File: config.mk
export PLATFORM = sky130hd
export DESIGN_NAME = synthCfgPort
export DESIGN_NICKNAME = d
export VERILOG_FILES = /design/src/rtl/synthCfgPkg.sv /design/src/rtl/synthCfgCtrl.sv /design/src/rtl/synthCfgDatapath.sv /design/src/rtl/synthCfgPort.sv
export SDC_FILE = /design/constraint.sdc
export NUM_CORES = 1
export LEC_CHECK = 0
export BUFFER_PORTS_ARGS = -buffer_cell sky130_fd_sc_hd__buf_2
export CAP_MARGIN = 20
export CORE_MARGIN = 8
export CORE_UTILIZATION = 35
export CTS_CLUSTER_DIAMETER = 40
export DETAILED_ROUTE_END_ITERATION = 10
export HOLD_SLACK_MARGIN = 0.12
export SYNTH_ARGS = -nofsm -noshare
export SYNTH_HDL_FRONTEND = slang
export SYNTH_SLANG_ARGS = --single-unit
File: constraint.sdc
create_clock -name clk -period 1.57 [get_ports clk]
set_input_delay 0.471 -clock clk [delete_from_list [all_inputs] [get_ports clk]]
set_output_delay 0.471 -clock clk [all_outputs]
set_load 0.01 [all_outputs]
File: src/rtl/synthCfgPkg.sv
package synthCfgPkg;
  localparam int WORD_W    = 24;
  localparam int CTRL_W    = 2;
  localparam int PAYLOAD_W = WORD_W - CTRL_W;
  localparam int NUM_LATCH = 3;

  // word bit positions (DBn) of the decoded fields
  localparam int A_LO = 2,   A_W = 6;
  localparam int B_LO = 8,   B_W = 13;
  localparam int LDP_BIT = 21;
  localparam int CRST_BIT = 2, PDN_BIT = 3;
  localparam int MUX_LO = 4,  MUX_W = 3;
  localparam int POL_BIT = 7, CPT_BIT = 8;
  localparam int CUR_LO = 15, CUR_W = 3;
  localparam int PRE_LO = 22, PRE_W = 2;

  typedef enum logic [CTRL_W-1:0] {
    SEL_REF  = 2'b00,
    SEL_AB   = 2'b01,
    SEL_FUNC = 2'b10,
    SEL_NONE = 2'b11
  } latchSel_e;

  typedef struct packed {
    logic shiftEn;
    logic shiftBit;
    logic loadRef;
    logic loadAb;
    logic loadFunc;
  } cfgStrobe_t;
endpackage

File: src/rtl/synthCfgCtrl.sv
module synthCfgCtrl
  import synthCfgPkg::*;
#(
  parameter int SYNC_STAGES = 2
) (
  input  logic              clk,
  input  logic              rst_n,
  input  logic              serClk,
  input  logic              serData,
  input  logic              loadEn,
  input  logic [CTRL_W-1:0] ctrlBits,
  output cfgStrobe_t        strb
);
  localparam int NUM_IN = 3;
  localparam int LAST   = SYNC_STAGES - 1;

  logic [NUM_IN-1:0] rawIn;
  logic [SYNC_STAGES-1:0] syncChain [NUM_IN];
  logic sclkPrev, lePrev;
  logic sclkRise, leRise;
  latchSel_e sel;

  assign rawIn = {loadEn, serData, serClk};

  for (genvar i = 0; i < NUM_IN; i++) begin : gSync
    if (SYNC_STAGES == 1) begin : gOne
      always_ff @(posedge clk or negedge rst_n)
        if (!rst_n) syncChain[i] <= '0;
        else        syncChain[i] <= rawIn[i];
    end else begin : gMany
      always_ff @(posedge clk or negedge rst_n)
        if (!rst_n) syncChain[i] <= '0;
        else        syncChain[i] <= {syncChain[i][SYNC_STAGES-2:0], rawIn[i]};
    end
  end

  always_ff @(posedge clk or negedge rst_n) begin
    if (!rst_n) begin
      sclkPrev <= 1'b0;
      lePrev   <= 1'b0;
    end else begin
      sclkPrev <= syncChain[0][LAST];
      lePrev   <= syncChain[2][LAST];
    end
  end

  assign sclkRise = syncChain[0][LAST] & ~sclkPrev;
  assign leRise   = syncChain[2][LAST] & ~lePrev;
  assign sel      = latchSel_e'(ctrlBits);

  always_comb begin
    strb          = '0;
    strb.shiftEn  = sclkRise;
    strb.shiftBit = syncChain[1][LAST];
    if (leRise) begin
      unique case (sel)
        SEL_REF:  strb.loadRef  = 1'b1;
        SEL_AB:   strb.loadAb   = 1'b1;
        SEL_FUNC: strb.loadFunc = 1'b1;
        SEL_NONE: ;
      endcase
    end
  end

  assert_one_target_R6: assert property (@(posedge clk) disable iff (!rst_n)
    $onehot0({strb.loadRef, strb.loadAb, strb.loadFunc}));

  assert_discard_code_R5: assert property (@(posedge clk) disable iff (!rst_n)
    (ctrlBits == 2'b11) |-> !(strb.loadRef || strb.loadAb || strb.loadFunc));
endmodule

File: src/rtl/synthCfgDatapath.sv
module synthCfgDatapath
  import synthCfgPkg::*;
(
  input  logic              clk,
  input  logic              rst_n,
  input  cfgStrobe_t        strb,
  input  logic              chipEn,
  output logic [CTRL_W-1:0] ctrlBits,
  output logic [PAYLOAD_W-1:0] refWord,
  output logic [A_W-1:0]    aCount,
  output logic [B_W-1:0]    bCount,
  output logic              ldPrecise,
  output logic              cntReset,
  output logic              pwrDown,
  output logic [MUX_W-1:0]  muxSel,
  output logic              pdPolarity,
  output logic              cpTristate,
  output logic [CUR_W-1:0]  cpCurrent,
  output logic [PRE_W-1:0]  prescSel,
  output logic              pwrDownEff
);
  logic [WORD_W-1:0]    shiftReg;
  logic [NUM_LATCH-1:0] loadVec;
  logic [PAYLOAD_W-1:0] bank [NUM_LATCH];
  logic [WORD_W-1:0]    abWord, funcWord;

  always_ff @(posedge clk or negedge rst_n)
    if (!rst_n)            shiftReg <= '0;
    else if (strb.shiftEn) shiftReg <= {shiftReg[WORD_W-2:0], strb.shiftBit};

  assign ctrlBits = shiftReg[CTRL_W-1:0];
  assign loadVec  = {strb.loadFunc, strb.loadAb, strb.loadRef};

  for (genvar i = 0; i < NUM_LATCH; i++) begin : gLatch
    always_ff @(posedge clk or negedge rst_n)
      if (!rst_n)          bank[i] <= '0;
      else if (loadVec[i]) bank[i] <= shiftReg[WORD_W-1:CTRL_W];

    assert_hold_unselected_R6: assert property (@(posedge clk) disable iff (!rst_n)
      !loadVec[i] |=> $stable(bank[i]));
  end

  assign abWord   = {bank[1], {CTRL_W{1'b0}}};
  assign funcWord = {bank[2], {CTRL_W{1'b0}}};

  assign refWord    = bank[0];
  assign aCount     = abWord[A_LO +: A_W];
  assign bCount     = abWord[B_LO +: B_W];
  assign ldPrecise  = abWord[LDP_BIT];
  assign cntReset   = funcWord[CRST_BIT];
  assign pwrDown    = funcWord[PDN_BIT];
  assign muxSel     = funcWord[MUX_LO +: MUX_W];
  assign pdPolarity = funcWord[POL_BIT];
  assign cpTristate = funcWord[CPT_BIT];
  assign cpCurrent  = funcWord[CUR_LO +: CUR_W];
  assign prescSel   = funcWord[PRE_LO +: PRE_W];
  assign pwrDownEff = ~chipEn | pwrDown;

  assert_shift_in_R1: assert property (@(posedge clk) disable iff (!rst_n)
    strb.shiftEn |=> shiftReg == {$past(shiftReg[WORD_W-2:0]), $past(strb.shiftBit)});

  assert_ab_fields_R3: assert property (@(posedge clk) disable iff (!rst_n)
    strb.loadAb |=> (aCount == $past(shiftReg[A_LO +: A_W])) &&
                    (bCount == $past(shiftReg[B_LO +: B_W])));

  assert_load_while_down_R8: assert property (@(posedge clk) disable iff (!rst_n)
    (strb.loadFunc && pwrDownEff) |=> funcWord[WORD_W-1:CTRL_W] == $past(shiftReg[WORD_W-1:CTRL_W]));

  assert_no_shift_hold_R1: assert property (@(posedge clk) disable iff (!rst_n)
    !strb.shiftEn |=> $stable(shiftReg));
endmodule

File: src/rtl/synthCfgPort.sv
module synthCfgPort
  import synthCfgPkg::*;
#(
  parameter int SYNC_STAGES = 2
) (
  input  logic        clk,
  input  logic        rst_n,
  input  logic        chipEn,
  input  logic        serClk,
  input  logic        serData,
  input  logic        loadEn,
  output logic [21:0] refWord,
  output logic [5:0]  aCount,
  output logic [12:0] bCount,
  output logic        ldPrecise,
  output logic        cntReset,
  output logic        pwrDown,
  output logic [2:0]  muxSel,
  output logic        pdPolarity,
  output logic        cpTristate,
  output logic [2:0]  cpCurrent,
  output logic [1:0]  prescSel,
  output logic        pwrDownEff
);
  cfgStrobe_t        strb;
  logic [CTRL_W-1:0] ctrlBits;

  synthCfgCtrl #(.SYNC_STAGES(SYNC_STAGES)) uCtrl (
    .clk(clk), .rst_n(rst_n), .serClk(serClk), .serData(serData),
    .loadEn(loadEn), .ctrlBits(ctrlBits), .strb(strb)
  );

  synthCfgDatapath uData (
    .clk(clk), .rst_n(rst_n), .strb(strb), .chipEn(chipEn),
    .ctrlBits(ctrlBits), .refWord(refWord), .aCount(aCount), .bCount(bCount),
    .ldPrecise(ldPrecise), .cntReset(cntReset), .pwrDown(pwrDown),
    .muxSel(muxSel), .pdPolarity(pdPolarity), .cpTristate(cpTristate),
    .cpCurrent(cpCurrent), .prescSel(prescSel), .pwrDownEff(pwrDownEff)
  );
endmodule

==> results of run 1 <==
final cells by class:
| class | count | area share [%] |
|---|---|---|
| clock inverter | 5 | 1.50 |
| timing repair buffer | 71 | 10.4 |
| clock buffer | 11 | 3.95 |
| multi-input combinational | 83 | 24.6 |
| sequential | 86 | 56.1 |
| tap | 108 | 3.52 |
metal layers:
layer	share of wire [%]	wire length, um	up-vias	GRT usage [%]
li1	-	-	772	-
met1	47	2780	879	12.9
met2	46	2690	41	14.0
met3	6.7	393	5	4.92
met4	0.64	38	0	2.93
met5	0	0	-	0
through the flow:
| step | cells | hold slack, ps | util [%] |
|---|---|---|---|
| 4_1_cts | 364 | 157 | 43.8 |
| 6_report | 364 | 156 | 43.8 |
| 3_5_place_dp | 348 | 336 | 41.4 |
| 2_1_floorplan | 177 | 175 | - |
| 5_1_grt | 364 | 177 | 43.8 |
| 3_3_place_gp | 348 | 337 | 41.4 |
power by group through the flow:
stage / logic [mW] / registers [mW] / clock network [mW]
global route: 1.46 / 3.28 / 1.74
finish: 1.33 / 3.18 / 1.58
detailed placement: 1.36 / 3.23 / 0
floorplan: 0.613 / 3.32 / 0
CTS: 1.37 / 3.20 / 1.65
global placement: 1.34 / 3.23 / 0
Yosys cell counts:
library cell   n
nor4b_4        1
nand2b_1       1
clkbuf_8       1
mux2_1         1
dfrtp_1       86
nor2b_1        1
and4bb_2       2
buf_6          4
buf_2          3
mux2_2        77
logic make-up (layout without fill, tap and decap cells):
family	Yosys count	after routing	synth area share, %
mux	78	78	27.7
buf+inv	8	87	2.33
simple gates	5	5	1.94
flops	86	86	68.0
registers in the layout, indices dropped and copies added, names as in the netlist:
signal and count:
uCtrl.syncChain 5, uData.ldPrecise 1, uData.aCount 6, uCtrl.strb 1
uData.prescSel 2, uData.pwrDown 1, uCtrl.lePrev 1, uData.cpCurrent 3
uData.pdPolarity 1, uData.bCount 13, uData.cpTristate 1, uData.cntReset 1
uCtrl.sclkPrev 1, uData.refWord 22, uData.shiftReg 24, uData.muxSel 3
critical path, stage by stage (launching register included):
cell and delay (ps):
dfrtp_1 390, nand2b_1 130, buf_2 130
placed cells by master, fill, tap and decap left out:
cell type | Yosys | routed
bufinv_16 | 0 | 1
and4bb_2 | 2 | 2
buf_12 | 0 | 1
mux2_1 | 1 | 1
clkinv_2 | 0 | 2
buf_4 | 0 | 11
nor2b_2 | 0 | 1
clkbuf_8 | 1 | 11
dfrtp_1 | 86 | 86
buf_2 | 3 | 59
mux2_2 | 77 | 77
nand2b_1 | 1 | 1
nor4b_4 | 1 | 1
clkinv_4 | 0 | 2
worst min-delay path by stage:
stage / startpoint / end / cells past startpoint
6_report: rst_n / uData.aCount[1]$_DFFE_PN0P_ / 2
5_1_grt: rst_n / uData.aCount[3]$_DFFE_PN0P_ / 2
4_1_cts: rst_n / uData.aCount[5]$_DFFE_PN0P_ / 2
3_5_place_dp: uCtrl.syncChain[4]$_DFF_PN0_ / uCtrl.syncChain[5]$_DFF_PN0_ / 0
3_3_place_gp: uCtrl.syncChain[4]$_DFF_PN0_ / uCtrl.syncChain[5]$_DFF_PN0_ / 0
2_1_floorplan: rst_n / uCtrl.lePrev$_DFF_PN0_ / 0
==> impl_metrics.yaml, run 1 <==
yosys:
  synth_top_cell_by_area: "dfrtp_1"
  synth_top_area_share_pct: 68.0
  syn_inst: 177
  synth.distinct_cells: 10
  synthTopCellsByArea: "dfrtp_1 (68%), mux2_2 (27%), buf_6 (1.4%), and4bb_2 (0.79%), nor4b_4 (0.75%)"
  ys_ff_latch: 86
  netlist_area_sq_um: 3170
  ys_warn_count: 0
  syn_nets: 183
  synth.avg_cell_area_sq_um: 17.9
  yosysSeqAreaShare_pct: 68.0
worst_setup_path:
  endpoint: "pwrDownEff"
  cp_data_required_time_ps: 1100
  r2r_setup_slack_ps: 110
  worstSetupStartpointType: "flip-flop"
  cp-startpoint: "uData.pwrDown$_DFFE_PN0P_"
  r2r-start: "uData.shiftReg[1]$_DFFE_PN0P_"
  r2r_cells: 3
  critPathArrivalTime_ps: 990
  crit_fanout: 3
  end_kind: "output pin"
  rr_endpoint: "uData.aCount[0]$_DFFE_PN0P_"
  critical_path_class: "reg2out"
clock_network:
  cts_sinks: 86
  hold_buffers: 0
  cts_buffers: 9
  clock_path_buffers: 2
  clk_latency_ps: 340
  ctsResizeCount: 0
  cts_tree: "done"
  htreeDepth: 3
  cts.clk_slew.worst_paths_ps: 70
  ctsRootBufferMaster: "clkbuf_8"
  post-cts-setup-buffers: 0
die:
  core_area_sq_um: 8760
  fp.dieH_um: 111
  chipWidth_um: 111
  initial_core_util_pct: 36.1
  ioPinCount: 61
  die_area_sq_um: 12300
  rows: 34
sta:
  rsz0062_at_grt: "no"
  final_hold_viol_count: 0
  tightest_slew_ps: 461
  finalCriticalPeriod_ps: 1460
  fin_crit_sh_pct: 93.3
  setup_violations: 0
  slew_viol_final: 0
  fmax_ghz: 0.683
  setup_tns_ps: 0
  layout_setup_ws_ps: 105
  finClkSkew_ps: 10.0
  slew_headroom_pct: 69.3
routing:
  via_per_inst: 4.66
  drt_iter0_markers: 47
  drc_errors: 0
  ant_nets: 0
  drt_wl_total_um: 5910
  drt-wirelength-per-cell_um: 16.2
  vias: 1697
  first_pass_iters: 3
cells_and_area:
  final_cell_area_sq_um: 3840
  multi_input_area_sq_um: 942
  num-nets-final: 257
  drive_gt1_share_pct: 65.6
  final-seq-area_sq_um: 2150
  num_antenna_cells: 0
  area_growth_pct: 21.2
  nFillCells: 820
placed_design:
  place_area_sq_um: 3630
  post-place-ws_ps: 101
  hpwlAfterDp_um: 4040
  port_buffers: 60
  place.gp.congestion: 0.627
power_and_ir_drop:
  p_sw_share_pct: 28.4
  vdd_drop_max_mv: 0.695
  finalPower_mw: 6.09
  powerDensity_nw_per_um2: 1590
  p_leak_nw: 1.98
  combPwrFrac_pct: 21.9
  p_int_mw: 4.36
  clock_power_share_pct: 25.9
  switchingPower_mw: 1.73
  seq_power_share_pct: 52.2
grt:
  grt_use_total_pct: 9.91
  grt_overflow: 0
  grt_start_max_net_pins: 87
  grt_pass1_vias: 1864
  grt_pass1_wl_um: 9950
  antenna_found_initial: 0
status:
  status: "complete, no violations"
job:
  cap_violations: 0
min_path:
  hold_class: "in2async"
No activity file was read; power rests on OpenSTA's default activity.
==> run 2, diff against run 1 <==
--- a/config.mk
+++ b/config.mk
@@ -12,6 +12,8 @@
 export CTS_CLUSTER_DIAMETER = 40
 export DETAILED_ROUTE_END_ITERATION = 10
 export HOLD_SLACK_MARGIN = 0.12
+export PLACE_DENSITY = 0.62
+export RECOVER_POWER = 25
 export SYNTH_ARGS = -nofsm -noshare
 export SYNTH_HDL_FRONTEND = slang
 export SYNTH_SLANG_ARGS = --single-unit
==> run 2 against run 1 <==
Effect of this change: first-iteration DRC count down 4.3%; via count up 0.53%; global-route usage up 0.57 points; critical path depth unchanged; combinational power about the same; total power down 3.5%; clock power down 13%; worst setup slack worse by 14 ps; hold slack better by 78 ps; count of clock-buffer cells in the layout up 3; fmax down 0.97%; highest routed layer unchanged.
==> impl_metrics.yaml, run 2 (synthesis gave the netlist of run 1 again) <==
status:
  status: "complete, no violations"
clock_network:
  ctsRootBufferMaster: "clkbuf_8"
  htreeDepth: 3
  cts_sinks: 86
  cts.clk_slew.worst_paths_ps: 80
  cts_tree: "done"
  clock_path_buffers: 2
  post-cts-setup-buffers: 0
  clk_latency_ps: 340
  cts_buffers: 9
sta:
  setup_violations: 0
  whs_ps: 234
  slew_headroom_pct: 70.3
  fin_crit_sh_pct: 94.2
  finalCriticalPeriod_ps: 1480
  finClkSkew_ps: 6.36
  tightest_slew_ps: 446
  setup_tns_ps: 0
  final_hold_viol_count: 0
  rsz0062_at_grt: "no"
  slew_viol_final: 0
  fmax_ghz: 0.676
power_and_ir_drop:
  p_leak_nw: 1.97
  powerDensity_nw_per_um2: 1540
  switchingPower_mw: 1.68
  combPwrFrac_pct: 22.6
  clock_power_share_pct: 23.2
  seq_power_share_pct: 54.1
  vdd_drop_max_mv: 0.921
  p_int_mw: 4.19
  p_sw_share_pct: 28.6
worst_setup_path:
  path_buf_inv: 1
  end_kind: "output pin"
  cp_top_family: "flip-flops"
  cp_data_required_time_ps: 1100
  worstSetupStartpointType: "flip-flop"
  crit_fanout: 3
  crit_chain: "nand2b_1 > buf_2"
  critPathArrivalTime_ps: 1010
  critical_path_class: "reg2out"
  slowest_delay_ps: 400
  worst_path_max_delay_cell: "dfrtp_1"
routing:
  ant_nets: 0
  drc_errors: 0
  drt-wirelength-per-cell_um: 16.6
  drt_iter0_markers: 45
  via_per_inst: 4.67
  vias: 1706
  first_pass_iters: 3
  drt_wl_total_um: 6040
die:
  rows: 34
  core_area_sq_um: 8760
  ioPinCount: 61
  chipWidth_um: 111
  fp.dieH_um: 111
  die_area_sq_um: 12300
  initial_core_util_pct: 36.1
job:
  cap_violations: 0
placed_design:
  port_buffers: 60
  place.gp.congestion: 0.648
  hpwlAfterDp_um: 4240
cells_and_area:
  layout_common_cells: "dfrtp_1 (86), mux2_2 (77), buf_2 (59), clkbuf_8 (11), buf_4 (8)"
  area_growth_pct: 20.8
  num_antenna_cells: 0
  drive_gt1_share_pct: 64.2
  largest_reg_flops: 24
  post-route-util_pct: 43.6
  layout_commonest_cell: "dfrtp_1"
  regMostFlops: "uData.shiftReg"
  num-nets-final: 259
grt:
  grt_overflow: 0
  antenna_found_initial: 0
  grt_pass1_vias: 1909
  grt_pass1_wl_um: 10400
  grt_use_total_pct: 10.5
  grt_start_max_net_pins: 29
min_path:
  hold_class: "in2reg"
-- run 2: power by group through the flow --
stage	clock (mW)	combinational, mW	sequential [mW]
3_5_place_dp	0	1.38	3.24
6_report	1.37	1.33	3.18
4_1_cts	1.43	1.38	3.20
3_3_place_gp	0	1.35	3.21
5_1_grt	1.53	1.46	3.29
2_1_floorplan	0	0.613	3.32
-- run 2: metal layers --
layer | up-vias | GRT usage [%] | share of wire [%] | wire, um
met5 | - | 0 | 0 | 0
met4 | 0 | 2.93 | 1.2 | 74
met3 | 8 | 4.71 | 5.9 | 357
met2 | 41 | 15.7 | 47 | 2840
met1 | 877 | 13.3 | 46 | 2770
li1 | 780 | - | - | -
-- run 2: final timing paths --
kind                                                      to  cells past startpoint  slack [ps]                          start
max in group asynchronous        uData.bCount[8]$_DFFE_PN0P_                      3         160                          rst_n
worst min register to register  uCtrl.syncChain[5]$_DFF_PN0_                      0         360   uCtrl.syncChain[4]$_DFF_PN0_
worst min-delay path            uCtrl.syncChain[4]$_DFF_PN0_                      1         230                         serClk
min in group asynchronous        uData.aCount[2]$_DFFE_PN0P_                      2         620                          rst_n
worst max register to register  uData.refWord[9]$_DFFE_PN0P_                      3         110  uData.shiftReg[1]$_DFFE_PN0P_
worst max-delay path                              pwrDownEff                      2          90      uData.pwrDown$_DFFE_PN0P_
-- run 2: cell type report --
cell class              instances  area, sq um
well taps                     108          135
multi-input cells              83          942
repair buffers                 73          425
clock buffers                  14          163
clock inverters                 1         5.00
fillers                       823         4940
flip-flops and latches         86         2150
-- run 2: timing repair --
| action | in CTS | in global routing |
|---|---|---|
| hold buffers | 1 | 0 |
| hold endpoints to repair | 14 | 0 |
| resized for setup | 0 | 0 |
-- run 2: per-stage QoR --
stage	cell area (sq um)	setup slack [ps]	instances	power [mW]
final	3820	90.9	365	5.87
after detailed placement	3670	102	349	4.61
after global placement	3670	130	349	4.57
after global routing	3820	14.6	365	6.28
after CTS	3850	55.3	365	6.02
after floorplan	3170	147	177	3.93
==> run 3, diff against run 2 <==
--- a/config.mk
+++ b/config.mk
@@ -8,11 +8,11 @@
 export BUFFER_PORTS_ARGS = -buffer_cell sky130_fd_sc_hd__buf_2
 export CAP_MARGIN = 20
 export CORE_MARGIN = 8
-export CORE_UTILIZATION = 35
+export CORE_UTILIZATION = 26
 export CTS_CLUSTER_DIAMETER = 40
 export DETAILED_ROUTE_END_ITERATION = 10
 export HOLD_SLACK_MARGIN = 0.12
-export PLACE_DENSITY = 0.62
+export PLACE_DENSITY = 0.51
 export RECOVER_POWER = 25
 export SYNTH_ARGS = -nofsm -noshare
 export SYNTH_HDL_FRONTEND = slang
==> run 3 against run 2 <==
Effect of this change: cell count increased by 11%; first-iteration DRC count increased by 67%; register-to-register slack about the same; global-route usage decreased by 1.9 points; utilization decreased by 11 points; clock power increased by 39%; clock skew increased by 2.0 ps; combinational power about the same; hold slack improved by 5.7 ps; total power increased by 9.3%; critical path type is now reg2reg; critical endpoint is now uData.refWord[0]$_DFFE_PN0P_; largest power group unchanged.
==> impl_metrics.yaml, run 3 (synthesis gave the netlist of run 1 again) <==
placed_design:
  post-place-ws_ps: 92.9
  place_area_sq_um: 3690
  hpwlAfterDp_um: 4490
  port_buffers: 60
  place.gp.congestion: 0.628
  dpl.cell_count: 387
grt:
  grt_start_max_net_pins: 42
  grt_pass1_wl_um: 10700
  grt_use_total_pct: 8.58
  grt_overflow: 0
  antenna_found_initial: 0
  grt_pass1_vias: 1848
cells_and_area:
  post-route-util_pct: 33.0
  largest_reg_flops: 24
  layout_common_cells: "dfrtp_1 (86), mux2_2 (77), buf_2 (59), clkbuf_16 (9), buf_4 (9)"
  final_cell_area_sq_um: 3950
  area_growth_pct: 24.6
  num-nets-final: 258
  final_cells: 404
  final-seq-area_sq_um: 2150
  nFillCells: 1203
  layout_commonest_cell: "dfrtp_1"
  drive_gt1_share_pct: 64.6
  regMostFlops: "uData.shiftReg"
  multi_input_area_sq_um: 942
  num_antenna_cells: 0
sta:
  slew_viol_final: 0
  finalCriticalPeriod_ps: 1470
  fmax_ghz: 0.680
  rsz0062_at_grt: "no"
  whs_ps: 240
  fin_crit_sh_pct: 93.6
  setup_tns_ps: 0
  tightest_slew_ps: 446
  final_hold_viol_count: 0
  layout_setup_ws_ps: 100
  slew_headroom_pct: 70.3
  finClkSkew_ps: 8.37
  setup_violations: 0
die:
  core_area_sq_um: 12000
  ioPinCount: 61
  die_area_sq_um: 16000
  rows: 40
  chipWidth_um: 126
  initial_core_util_pct: 26.5
  fp.dieH_um: 126
clock_network:
  hold_buffers: 1
  cts_sinks: 86
  htreeDepth: 3
  cts_tree: "done"
  clock_path_buffers: 2
  cts.clk_slew.worst_paths_ps: 60
  cts_buffers: 9
  ctsResizeCount: 0
  post-cts-setup-buffers: 0
  clk_latency_ps: 330
  ctsRootBufferMaster: "clkbuf_16"
min_path:
  hold_end: "uCtrl.syncChain[4]$_DFF_PN0_"
  hold_depth: 1
  hold_start: "serClk"
  hold_class: "in2reg"
worst_setup_path:
  r2r-start: "uData.shiftReg[1]$_DFFE_PN0P_"
  worstSetupStartpointType: "flip-flop"
  r2r_cells: 3
  end_kind: "flip-flop"
  r2r_setup_slack_ps: 100
  critical_path_class: "reg2reg"
  critPathArrivalTime_ps: 1680
  rr_endpoint: "uData.refWord[0]$_DFFE_PN0P_"
  cp_data_required_time_ps: 1780
  crit_fanout: 13
routing:
  ant_nets: 0
  drt_iter0_markers: 75
  vias: 1698
  drt_wl_total_um: 6220
  via_per_inst: 4.20
  first_pass_iters: 4
  drc_errors: 0
  drt-wirelength-per-cell_um: 15.4
power_and_ir_drop:
  vdd_drop_max_mv: 0.431
  powerDensity_nw_per_um2: 1630
  finalPower_mw: 6.42
  p_leak_nw: 2.00
status:
  status: "complete, no violations"
job:
  cap_violations: 0
==> run 3: worst max-delay path, stage by stage, from the launching register on <==
cell and delay, ps:
dfrtp_1 430, nor4b_4 310, buf_4 260, mux2_2 350
==> run 3: area by class of cell <==
class	instances	share of cell area [%]
clock buffers	10	5.80
clock inverters	6	0.983
multi-input cells	83	23.9
repair buffers	72	10.1
well taps	147	4.66
flip-flops and latches	86	54.6
==> run 3: metal layers <==
metal | track usage [%] | share of wire [%] | routed length [um] | up-vias
li1 | - | - | - | 771
met1 | 10.8 | 45 | 2830 | 882
met2 | 12.4 | 47 | 2900 | 36
met3 | 3.56 | 6.2 | 383 | 9
met4 | 4.25 | 1.7 | 106 | 0
met5 | 0 | 0 | 0 | -
==> run 3: power by group <==
| group | switching (mW) | internal, mW |
|---|---|---|
| clock | 0.830 | 1.07 |
| combinational | 0.575 | 0.748 |
| sequential | 0.412 | 2.79 |
==> run 3: worst max path at each step <==
stage | from | end | slack (ps) | depth (start not counted)
global route | uData.shiftReg[1]$_DFFE_PN0P_ | uData.refWord[2]$_DFFE_PN0P_ | 8 | 3
CTS | uData.pwrDown$_DFFE_PN0P_ | pwrDownEff | 90 | 2
global placement | uData.shiftReg[0]$_DFFE_PN0P_ | uData.pwrDown$_DFFE_PN0P_ | 120 | 3
finish | uData.shiftReg[1]$_DFFE_PN0P_ | uData.refWord[0]$_DFFE_PN0P_ | 100 | 3
floorplan | uData.shiftReg[1]$_DFFE_PN0P_ | uData.refWord[10]$_DFFE_PN0P_ | 150 | 3
detailed placement | uData.shiftReg[1]$_DFFE_PN0P_ | uData.refWord[0]$_DFFE_PN0P_ | 90 | 3
